===== src/rtl/chg_pkg.sv =====
package chg_pkg;
  localparam int NUM_CH  = 6;
  localparam int STAT_W  = 3;
  localparam int CTRL_W  = 2;
  localparam int SEL_W   = $clog2(NUM_CH);
  localparam int SYNC_N  = 2;
endpackage


===== src/rtl/strobe_sync.sv =====
module strobe_sync #(
  parameter int STAGES = 2
) (
  input  logic clk_i,
  input  logic rst_ni,
  input  logic strobe_i,
  output logic rise_o,
  output logic fall_o
);
  logic [STAGES-1:0] sync_q;
  logic              prev_q;

  always_ff @(posedge clk_i or negedge rst_ni) begin
    if (!rst_ni) begin
      sync_q <= '0;
      prev_q <= 1'b0;
    end else begin
      sync_q <= {sync_q[STAGES-2:0], strobe_i};
      prev_q <= sync_q[STAGES-1];
    end
  end

  assign rise_o = sync_q[STAGES-1] & ~prev_q;
  assign fall_o = ~sync_q[STAGES-1] & prev_q;

  // a rise and a fall cannot be reported together, and each lasts one cycle
  assert_edge_exclusive_R8: assert property (@(posedge clk_i) disable iff (!rst_ni)
    !(rise_o && fall_o));
  assert_rise_single_R8: assert property (@(posedge clk_i) disable iff (!rst_ni)
    rise_o |=> !rise_o);
endmodule


===== src/rtl/status_capture.sv =====
module status_capture #(
  parameter int NUM_CH = 6,
  parameter int GRP_W  = 3,
  parameter int SEL_W  = 3
) (
  input  logic                    clk_i,
  input  logic                    rst_ni,
  input  logic                    rise_i,
  input  logic [SEL_W-1:0]        sel_i,
  input  logic [NUM_CH*GRP_W-1:0] bus_i,
  output logic [GRP_W-1:0]        stat_o
);
  logic             sel_ok;
  logic [GRP_W-1:0] grp_pick;

  assign sel_ok   = int'(sel_i) < NUM_CH;
  assign grp_pick = sel_ok ? bus_i[int'(sel_i)*GRP_W +: GRP_W] : '0;

  always_ff @(posedge clk_i or negedge rst_ni) begin
    if (!rst_ni)               stat_o <= '0;
    else if (rise_i && sel_ok) stat_o <= grp_pick;
  end

  assert_capture_R2: assert property (@(posedge clk_i) disable iff (!rst_ni)
    (rise_i && int'(sel_i) < NUM_CH) |=> stat_o == $past(bus_i[int'(sel_i)*GRP_W +: GRP_W]));
  assert_bad_sel_hold_R5: assert property (@(posedge clk_i) disable iff (!rst_ni)
    (rise_i && int'(sel_i) >= NUM_CH) |=> $stable(stat_o));
  assert_hold_between_R7: assert property (@(posedge clk_i) disable iff (!rst_ni)
    !rise_i |=> $stable(stat_o));
endmodule


===== src/rtl/ctrl_bank.sv =====
module ctrl_bank #(
  parameter int NUM_CH = 6,
  parameter int GRP_W  = 2,
  parameter int SEL_W  = 3
) (
  input  logic                    clk_i,
  input  logic                    rst_ni,
  input  logic                    fall_i,
  input  logic [SEL_W-1:0]        sel_i,
  input  logic [GRP_W-1:0]        word_i,
  output logic [NUM_CH*GRP_W-1:0] bus_o
);
  for (genvar n = 0; n < NUM_CH; n++) begin : g_ch
    logic [GRP_W-1:0] grp_q;
    logic             hit;

    assign hit = fall_i && (sel_i == SEL_W'(n));

    always_ff @(posedge clk_i or negedge rst_ni) begin
      if (!rst_ni)  grp_q <= '0;
      else if (hit) grp_q <= word_i;
    end

    assign bus_o[n*GRP_W +: GRP_W] = grp_q;

    assert_write_R3: assert property (@(posedge clk_i) disable iff (!rst_ni)
      (fall_i && int'(sel_i) == n) |=> bus_o[n*GRP_W +: GRP_W] == $past(word_i));
    assert_other_keep_R4: assert property (@(posedge clk_i) disable iff (!rst_ni)
      (int'(sel_i) != n) |=> $stable(bus_o[n*GRP_W +: GRP_W]));
  end

  assert_bad_sel_keep_R6: assert property (@(posedge clk_i) disable iff (!rst_ni)
    (fall_i && int'(sel_i) >= NUM_CH) |=> $stable(bus_o));
  assert_no_fall_keep_R4: assert property (@(posedge clk_i) disable iff (!rst_ni)
    !fall_i |=> $stable(bus_o));
endmodule


===== src/rtl/chg_link.sv =====
module chg_link
  import chg_pkg::*;
(
  input  logic                     clk_i,
  input  logic                     rst_ni,
  input  logic                     strobe_i,
  input  logic [SEL_W-1:0]         sel_i,
  input  logic [NUM_CH*STAT_W-1:0] stat_bus_i,
  output logic [STAT_W-1:0]        stat_o,
  input  logic [CTRL_W-1:0]        ctrl_word_i,
  output logic [NUM_CH*CTRL_W-1:0] ctrl_bus_o
);
  logic rise, fall;

  strobe_sync #(.STAGES(SYNC_N)) u_sync (
    .clk_i    (clk_i),
    .rst_ni   (rst_ni),
    .strobe_i (strobe_i),
    .rise_o   (rise),
    .fall_o   (fall)
  );

  status_capture #(.NUM_CH(NUM_CH), .GRP_W(STAT_W), .SEL_W(SEL_W)) u_stat (
    .clk_i  (clk_i),
    .rst_ni (rst_ni),
    .rise_i (rise),
    .sel_i  (sel_i),
    .bus_i  (stat_bus_i),
    .stat_o (stat_o)
  );

  ctrl_bank #(.NUM_CH(NUM_CH), .GRP_W(CTRL_W), .SEL_W(SEL_W)) u_ctrl (
    .clk_i  (clk_i),
    .rst_ni (rst_ni),
    .fall_i (fall),
    .sel_i  (sel_i),
    .word_i (ctrl_word_i),
    .bus_o  (ctrl_bus_o)
  );

  // a falling strobe edge never moves the status output
  assert_fall_no_stat_R7: assert property (@(posedge clk_i) disable iff (!rst_ni)
    fall |=> $stable(stat_o));
endmodule


===== config.mk =====
export PLATFORM = sky130hd
export DESIGN_NAME = chg_link
export DESIGN_NICKNAME = d
export VERILOG_FILES = /design/src/rtl/chg_pkg.sv /design/src/rtl/strobe_sync.sv /design/src/rtl/status_capture.sv /design/src/rtl/ctrl_bank.sv /design/src/rtl/chg_link.sv
export SDC_FILE = /design/constraint.sdc
export NUM_CORES = 1
export LEC_CHECK = 0
export ABC_AREA = 1
export BUFFER_PORTS_ARGS = -buffer_cell sky130_fd_sc_hd__buf_2
export CAP_MARGIN = 15
export CORE_UTILIZATION = 25
export DETAILED_ROUTE_END_ITERATION = 10
export PLACE_DENSITY = 0.54
export SKIP_CTS_REPAIR_TIMING = 1
export SLEW_MARGIN = 20
export SYNTH_ARGS = -nofsm -noshare
export SYNTH_HDL_FRONTEND = slang
export SYNTH_HIERARCHICAL = 1
export SYNTH_SLANG_ARGS = --single-unit

===== constraint.sdc =====
create_clock -name clk_i -period 1.31 [get_ports clk_i]
set_input_delay 0.1965 -clock clk_i [delete_from_list [all_inputs] [get_ports clk_i]]
set_output_delay 0.1965 -clock clk_i [all_outputs]
set_load 0.01 [all_outputs]

==> results of run 1 <==
## cell usage in the layout, fill, tap and decap left out, types with 4 or more instances in the layout
cell      netlist  layout
buf_2           0      40
clkbuf_8        0       4
dfrtp_1        18      18
inv_1          12      12
nand2_1        68      68
nand3_1        16      16
nor2_1         15      15
## power breakdown
part | leakage [nW] | total (mW) | switching (mW) | internal (mW)
clock network | 0.0288 | 0.434 | 0.168 | 0.266
registers | 0.224 | 0.699 | 0.0467 | 0.653
logic | 0.490 | 0.369 | 0.214 | 0.155
## final cells by class
cell class / count / area [um2] / share of cell area [%]
Sequential cell: 18 / 450.4 / 35.89
Clock buffer: 4 / 55.05 / 4.387
Tap cell: 46 / 57.56 / 4.586
Multi-Input combinational cell: 102 / 425.4 / 33.90
Inverter: 13 / 48.80 / 3.888
Timing Repair Buffer: 42 / 217.7 / 17.35
## metrics by stage
| stage | util, % | setup WS [ps] | power (mW) | instances |
|---|---|---|---|---|
| 2_1_floorplan | - | 226.9 | 0.8968 | 134 |
| 3_3_place_gp | 34.24 | 68.42 | 1.076 | 219 |
| 3_5_place_dp | 34.24 | 29.35 | 1.077 | 219 |
| 4_1_cts | 35.84 | 26.13 | 1.530 | 223 |
| 5_1_grt | 36.46 | 21.56 | 1.613 | 225 |
| 6_report | 36.46 | 163.0 | 1.502 | 225 |
## worst max-delay path, cell delays in order, from the launching register on
cell and delay, ps:
dfrtp_1 400, nor2_1 140, inv_1 110, nor2_2 240
nand3_1 110, nand2_1 90
## flip-flops by register name (all words and copies together) (netlist names)
register and count:
u_sync/sync_q 2, u_sync/prev_q 1, u_stat/stat_o 3, u_ctrl/g_ch.grp_q 12
## kinds of logic after synthesis
| logic type | synth area share, % |
|---|---|
| AOI/OAI and AO/OA | 1.745 |
| DFF | 48.32 |
| buffers and inverters | 7.248 |
| and+or+nand+nor | 42.68 |
## layer usage
metal  track usage [%]  wire length [um]
met1             14.17              1071
met2             18.01               938
met3             2.536               162
met4             6.105                32
met5                 0                 0
## final timing paths
path | start | endpoint
max | u_sync/sync_q[1]$_DFF_PN0_ | u_ctrl/g_ch[1].grp_q[1]$_DFFE_PN0P_
min | strobe_i | u_sync/sync_q[0]$_DFF_PN0_
max reg2reg | u_sync/sync_q[1]$_DFF_PN0_ | u_ctrl/g_ch[1].grp_q[1]$_DFFE_PN0P_
min reg2reg | u_sync/sync_q[0]$_DFF_PN0_ | u_sync/sync_q[1]$_DFF_PN0_
max in group asynchronous | rst_ni | u_ctrl/g_ch[1].grp_q[0]$_DFFE_PN0P_
min in group asynchronous | rst_ni | u_ctrl/g_ch[2].grp_q[1]$_DFFE_PN0P_
==> qor.txt, run 1 <==
Die span in x: 63.06 um
RD Place Congestion: 0.7218
Number of I/O pins: 41
R2R Setup Slk: 160 ps
Vias per cell: 4.129
LEAKAGE: 0.7429 nW
GR Overflow Total: 0
Maximum fanout along the worst path: 6
Post-synth EDFFs: 0
Final min period: 1147 ps
Synth warnings: 6
Htree depth: 1
Area post-placement: 1179 um2
FF-to-FF path depth: 5
Row Count: 21
Asr flop ratio synth: 100.0%
Die Ht: 63.06 um
Outcome: finished, final reports clean
Clock transition at path regs: 60 ps
Synth cell types: 10
Core area: 3442 um2
ANT cells: 0
VDD IR-drop max: 0.0005954 V
Layout cells sized above 1: 27.37%
Layout Skew: 0.6744 ps
Initial antenna violation count: 0
Syn Inst Count: 134
DR WL/cell: 9.796 um
Tcrit/Tclk final: 87.56%
Top cells by area, synth: dfrtp_1, nand2_1, nand3_1
Fmax: 0.8718 GHz
Starting DRT DRC Count: 34
Top_reg_cell synth: dfrtp_1
Commonest cells in the synthesized netlist: nand2_1, dfrtp_1, nand3_1, nor2_1, inv_1
Clock latency on the worst-skew pair: 250 ps
DRC errors left: 0
Gr usage total: 11.33%
First-pass GRT wire length: 3.532 mm
Min-delay worst type: input pin to flop
Req. time, crit path: 1500 ps
Max-cap violations: 0
Setup crit end kind: flop
Crit start category: flop
Post-synth top area share: 48.32%
# fillers: 371
Area leader, netlist: dfrtp_1
Synth Cell Area: 932.1 um2
Die ar.: 3977 um2
Register area share after synthesis: 48.32%
Vias in the first global route: 832
Worst slew margin: 74.18%
Pre-Repair DR Iteration Count: 4
CTS buffer count: 3
Design area: 1255 um2
Vias: 929
Worst EP arrival: 1330 ps
Final hold vios: 0
Syn_area_per_cell: 6.956 um2
RSZ-0062 raised after global routing: no
Final setup fails: 0
Layout Area Growth over Synthesis: 34.63%
Routed Antenna Nets: 0
I/O Buffers: 40
Worst slew pin tran: 387.3 ps
Total Negative Setup Slacks: 0 ps
Number of synthesized register bits: 18
Hold Slack: 59.63 ps
Fin nets: 206
Largest net degree at the start of global routing: 19
DPL Wire Length: 1.649 mm
CTS Root Cell: clkbuf_8
Worst Hold Depth: 1
Max-slew violations: 0
Net count after synthesis: 160
Most common cell in the netlist: nand2_1
Clock Sink Count: 18
Drt total wl: 2.204 mm
Power Density: 1197 nW/um2
Kind of critical path: flop to flop
Initial Utilization: 27.08%
CTS tree: done
CTS max path bufs: 2
Power figures use the tool's default switching activity.
==> inputs of run 2 (changes only) <==
- clock period: 1.31 -> 1.36 ns (I/O delays scaled with it)
==> run 2 against run 1 <==
  * Sequential power down 3.6%
  * First-iteration DRC count down 5.9%
  * Design area down 0.50%
  * Utilization down 0.18 points
  * Critical path depth up 1
  * Sequential cell count unchanged
  * Clock-buffer cell count unchanged
  * Sequential share of layout area up 0.18 points
  * Worst hold slack better by 7.5 ps
  * Highest routed layer unchanged
==> qor.txt, run 2 (synthesized netlist as in run 1, its figures left out) <==
Tcrit/Tclk final: 86.06% (-1.5 points)
LEAKAGE: 0.7417 nW (-0.16%)
Core area: 3442 um2 (unchanged)
Max-cap violations: 0 (unchanged)
Worst slew pin tran: 387.3 ps (+0.04470 ps)
Design area: 1249 um2 (-0.50%)
CTS Root Cell: clkbuf_8
Worst slew margin: 74.18% (about the same)
Vias per cell: 4.098 (-0.74%)
Setup crit end kind: flop
Final min period: 1170 ps (+23.41 ps)
Drt total wl: 2.136 mm (-3.1%)
Final hold vios: 0 (unchanged)
CTS tree: done
Reg with most FFs: u_ctrl/g_ch.grp_q
CP Cell Sequence: nor2_1, inv_1, nor2_4, nand2_1, nand2_1, nand2_1
Clock Sink Count: 18 (unchanged)
CTS max path bufs: 2 (unchanged)
Layout Skew: 0.6068 ps (-0.06767 ps)
Clock latency on the worst-skew pair: 250 ps (about the same)
Most frequent cells in the layout: nand2_1, buf_2, dfrtp_1, nand3_1, nor2_1
Layout cells sized above 1: 26.97% (-0.41 points)
Row Count: 21 (unchanged)
Final setup fails: 0 (unchanged)
Initial Utilization: 27.08% (unchanged)
Fin nets: 205 (-0.49%)
Commonest non-fill, non-tap cell in the layout: nand2_1
Vias in the first global route: 832 (unchanged)
Slowest-stage cell, CP: dfrtp_1
Htree depth: 1 (unchanged)
Crit start category: flop
Power Density: 1156 nW/um2 (-3.4%)
Layout Area Growth over Synthesis: 33.96%
Die ar.: 3977 um2 (unchanged)
Max-slew violations: 0 (unchanged)
Outcome: finished, final reports clean
DR WL/cell: 9.536 um (-2.7%)
I/O Buffers: 40 (unchanged)
RD Place Congestion: 0.7217 (about the same)
Fin worst setup slack: 189.5 ps (+26.58 ps)
First-pass GRT wire length: 3.532 mm (unchanged)
Min-delay worst type: input pin to flop
Largest regs: u_ctrl/g_ch.grp_q x12, u_stat/stat_o x3, u_sync/sync_q x2
Max FFs per register: 12 (unchanged)
Kind of critical path: flop to flop
Fmax: 0.8544 GHz (-2.0%)
VDD IR-drop max: 0.0005736 V (-3.7%)
Die Ht: 63.06 um (unchanged)
GR Overflow Total: 0 (unchanged)
Largest net degree at the start of global routing: 19 (unchanged)
Area post-placement: 1179 um2 (unchanged)
DRC errors left: 0 (unchanged)
Number of I/O pins: 41 (unchanged)
Initial antenna violation count: 0 (unchanged)
Pre-CTS setup slack: 79.35 ps (+50.00 ps)
Clock transition at path regs: 60 ps (about the same)
Inst Count DP: 219 (unchanged)
DPL Wire Length: 1.649 mm (unchanged)
Routed Antenna Nets: 0 (unchanged)
ANT cells: 0 (unchanged)
Starting DRT DRC Count: 32 (-5.9%)
Max incr delay on CP: 400 ps (about the same)
Critical path's most frequent cell: nand2_1
CTS buffer count: 3 (unchanged)
Total Negative Setup Slacks: 0 ps (unchanged)
Vias: 918 (-1.2%)
Worst EP arrival: 1310 ps (-20 ps)
Maximum fanout along the worst path: 12 (+6)
Die span in x: 63.06 um (unchanged)
Req. time, crit path: 1500 ps (about the same)
RSZ-0062 raised after global routing: no
Pre-Repair DR Iteration Count: 5 (+1)
Gr usage total: 11.33% (unchanged)
Final cell count without fillers: 224 (-0.44%)
run 2: changes by cell type in the layout (fill, tap and decap cells not counted):
cell    before  now
nor2_2       1    0
run 2: worst paths after layout:
kind | cells past startpoint | end | slack, ps | from
setup / recovery | 6 | u_ctrl/g_ch[1].grp_q[1]$_DFFE_PN0P_ | 190 | u_sync/sync_q[1]$_DFF_PN0_
hold / removal | 1 | u_sync/sync_q[0]$_DFF_PN0_ | 70 | strobe_i
setup reg to reg | 6 | u_ctrl/g_ch[1].grp_q[1]$_DFFE_PN0P_ | 190 | u_sync/sync_q[1]$_DFF_PN0_
hold reg to reg | 0 | u_sync/sync_q[1]$_DFF_PN0_ | 360 | u_sync/sync_q[0]$_DFF_PN0_
max in group asynchronous | 2 | u_ctrl/g_ch[1].grp_q[0]$_DFFE_PN0P_ | 680 | rst_ni
min in group asynchronous | 2 | u_ctrl/g_ch[2].grp_q[1]$_DFFE_PN0P_ | 410 | rst_ni
run 2: final cells by class:
type                       instances  area (um2)
multi-input combinational        101       419.2
clock buffer                       4       55.05
timing repair buffer              42       217.7
fill                             372        2193
tap                               46       57.56
inverter                          13       48.80
sequential                        18       450.4
run 2: worst max-delay path, delay by kind of cell, from the launching register on:
family / cells / cell delay (ps)
buffers and inverters: 1 / 80
flip-flops: 1 / 400
AND/OR/NAND/NOR: 5 / 580
run 2: stage by stage:
stage	power, mW	utilization (%)	hold slack [ps]
finish	1.444	36.28	67.15
global route	1.551	36.28	53.23
CTS	1.473	35.84	-121.5
detailed placement	1.037	34.24	153.0
global placement	1.037	34.24	161.2
floorplan	0.8638	-	-91.59
run 2: report_power, final:
group          switching [mW]  internal [mW]  leakage [nW]  total (mW)
registers              0.0451          0.629         0.224       0.674
logic                   0.203          0.148         0.489       0.352
clock network           0.162          0.257        0.0288       0.418
total                   0.410           1.03         0.742        1.44
run 2: per-layer routing:
layer / vias up / track usage (%) / wire (um)
li1: 494 / - / -
met1: 384 / 14.17 / 1037
met2: 36 / 18.01 / 903
met3: 4 / 2.536 / 162
met4: 0 / 6.105 / 32
met5: - / 0 / 0
==> inputs of run 3 (changes only) <==
- SYNTH_HIERARCHICAL: 1 -> default
- clock period: 1.36 -> 1.3 ns (I/O delays scaled with it)
==> run 3 against run 2 <==
  * Synthesized cell count fell by 15%
  * Register-to-register slack worse by 50 ps
  * Global-route usage is 0.48 points higher
  * First-iteration DRC count increased by 13%
  * Critical path depth did not move
  * Largest cell class unchanged
  * Highest routed layer unchanged
==> qor.txt, run 3 <==
Core area: 3390 um2 (-1.5%)
Die span in x: 61.78 um (-2.0%)
Clock latency on the worst-skew pair: 290 ps (+40 ps)
CTS tree: done
Commonest non-fill, non-tap cell in the layout: nand2_1
Number of I/O pins: 41 (unchanged)
First-pass GRT wire length: 3.270 mm (-7.4%)
Pre-CTS setup slack: 128.1 ps (+48.77 ps)
RD Place Congestion: 0.7349 (+1.8%)
Fin nets: 185 (-9.8%)
GR Overflow Total: 0 (unchanged)
Critical path's most frequent cell: nand2_1
CTS buffer count: 3 (unchanged)
Tcrit/Tclk final: 89.37% (+3.3 points)
Syn Inst Count: 114 (-15%)
VDD IR-drop max: 0.0003636 V (-37%)
Total Negative Setup Slacks: 0 ps (unchanged)
Initial antenna violation count: 0 (unchanged)
Max FFs per register: 12 (unchanged)
RSZ-0062 raised after global routing: no
Layout Skew: 7.026 ps (+6.419 ps)
ANT cells: 0 (unchanged)
LEAKAGE: 0.6417 nW (-13%)
Final hold vios: 0 (unchanged)
Top cells by area, synth: dfrtp_1, nand2_1, o21ai_0
Register area share after synthesis: 50.42% (+2.1 points)
Largest net degree at the start of global routing: 19 (unchanged)
Vias: 876 (-4.6%)
Asr flop ratio synth: 100.0% (unchanged)
Number of synthesized register bits: 18 (unchanged)
R2R Setup Slk: 140 ps (-50 ps)
Hold_sp: ctrl_word_i[0]
Max incr delay on CP: 370 ps (-30 ps)
Top_reg_cell synth: dfrtp_1
CTS Root Cell: clkbuf_4
Max-cap violations: 0 (unchanged)
Row Count: 21 (unchanged)
Post-synth top area share: 50.42% (+2.1 points)
Most Used Layer, Global Route: met2
Area post-placement: 1129 um2 (-4.2%)
Worst EP arrival: 1340 ps (+30 ps)
Vias in the first global route: 748 (-10%)
Starting DRT DRC Count: 36 (+13%)
Synth Cell Area: 893.4 um2 (-4.2%)
Final cell count without fillers: 204 (-8.9%)
Met1 Use GR: 15.48% (+1.3 points)
Design area: 1190 um2 (-4.7%)
Layout Area Growth over Synthesis: 33.19%
Post-synth EDFFs: 0 (unchanged)
CP Cell Sequence: inv_1, nand2_1, nor2_4, nand2_1, nor2_1, a21oi_1
Post-Route Utilization: 35.11% (-1.2 points)
Area leader, netlist: dfrtp_1
Routed Antenna Nets: 0 (unchanged)
DRC errors left: 0 (unchanged)
Total power: 1.415 mW (-2.0%)
Fin worst setup slack: 138.2 ps (-51.38 ps)
Syn_area_per_cell: 7.836 um2 (+13%)
Layout cells sized above 1: 32.91% (+5.9 points)
Pre-Repair DR Iteration Count: 4 (-1)
Commonest cells in the synthesized netlist: nand2_1, dfrtp_1, nor2_1, o21ai_0, inv_1
Min-delay worst type: input pin to flop
Worst slew margin: 73.00% (-1.2 points)
Final setup fails: 0 (unchanged)
Inst Count DP: 198 (-9.6%)
Req. time, crit path: 1480 ps (-20 ps)
Kind of critical path: flop to flop
Fmax: 0.8607 GHz (+0.74%)
Outcome: finished, final reports clean
DPL Wire Length: 1.651 mm (+0.13%)
I/O Buffers: 40 (unchanged)
Most common cell in the netlist: nand2_1
Clock transition at path regs: 100 ps (+40 ps)
Crit start category: flop
Largest regs: u_ctrl.g_ch.grp_q x12, u_stat.stat_o x3, u_sync.sync_q x2
Global Route met3 Usage: 1.242% (-1.3 points)
Vias per cell: 4.294 (+4.8%)
Setup crit end kind: flop
Reg with most FFs: u_ctrl.g_ch.grp_q
Initial Utilization: 26.36% (-0.72 points)
Maximum fanout along the worst path: 6 (-6)
Net count after synthesis: 140 (-13%)
Slowest-stage cell, CP: dfrtp_1
Drt total wl: 2.124 mm (-0.56%)
Worst Hold Depth: 3 (+2)
Min-Delay Endpoint: u_ctrl.g_ch[3].grp_q[0]$_DFFE_PN0P_
Htree depth: 1 (unchanged)
Most frequent cells in the layout: nand2_1, buf_2, dfrtp_1, nor2_1, o21ai_0
Clock Sink Count: 18 (unchanged)
CTS max path bufs: 2 (unchanged)
Worst slew pin tran: 405.0 ps (+17.69 ps)
DR WL/cell: 10.41 um (+9.2%)
Die ar.: 3817 um2 (-4.0%)
FF-to-FF path depth: 6 (unchanged)
Max-slew violations: 0 (unchanged)
Worst R2R End: u_stat.stat_o[0]$_DFFE_PN0P_
Synth warnings: 0 (-6)
GR Util met2: 19.05% (+1.0 points)
Synth cell types: 14 (+4)
Die Ht: 61.78 um (-2.0%)
Power Density: 1189 nW/um2 (+2.8%)
Final min period: 1162 ps (-8.623 ps)
RR Startpoint: u_sync.prev_q$_DFF_PN0_
Gr usage total: 11.81% (+0.48 points)
Hold Slack: 236.9 ps (+169.7 ps)
==> run 3: layer usage <==
metal | share of wire (%) | routed length [um] | vias to the layer above
li1 | - | - | 449
met1 | 50 | 1059 | 396
met2 | 44 | 932 | 27
met3 | 4.3 | 92 | 4
met4 | 1.9 | 40 | 0
met5 | 0 | 0 | -
==> run 3: kinds of logic after synthesis <==
group	synth area share [%]
and+or+nand+nor	34.88
buffers and inverters	6.302
AOI/OAI and AO/OA	8.402
DFF	50.42
==> run 3: power by group <==
group / switching (mW) / internal, mW / total, mW
logic: 0.205 / 0.157 / 0.362
registers: 0.0545 / 0.658 / 0.713
clock network: 0.169 / 0.171 / 0.340
==> run 3: worst max-delay path by stage <==
stage,slack [ps],end,from
after floorplan,250,u_stat.stat_o[1]$_DFFE_PN0P_,u_sync.prev_q$_DFF_PN0_
after global placement,140,u_stat.stat_o[0]$_DFFE_PN0P_,u_sync.prev_q$_DFF_PN0_
after detailed placement,130,u_stat.stat_o[0]$_DFFE_PN0P_,u_sync.prev_q$_DFF_PN0_
after CTS,100,u_stat.stat_o[0]$_DFFE_PN0P_,u_sync.prev_q$_DFF_PN0_
after global routing,30,u_ctrl.g_ch[1].grp_q[1]$_DFFE_PN0P_,u_sync.sync_q[1]$_DFF_PN0_
final,140,u_stat.stat_o[0]$_DFFE_PN0P_,u_sync.prev_q$_DFF_PN0_
==> run 3: layout make-up <==
type | count | area, um2
Fill cell | 365 | 2200
Sequential cell | 18 | 450.4
Multi-Input combinational cell | 85 | 391.6
Timing Repair Buffer | 42 | 220.2
Tap cell | 46 | 57.56
Clock buffer | 4 | 36.28
Inverter | 9 | 33.78
==> run 3: worst max-delay path: cells and delay by family, from the launching register on <==
family / cells / cell delay, ps
flip-flops: 1 / 370
AND/OR/NAND/NOR: 4 / 470
AO/OA/AOI/OAI: 1 / 70
buffers and inverters: 1 / 130
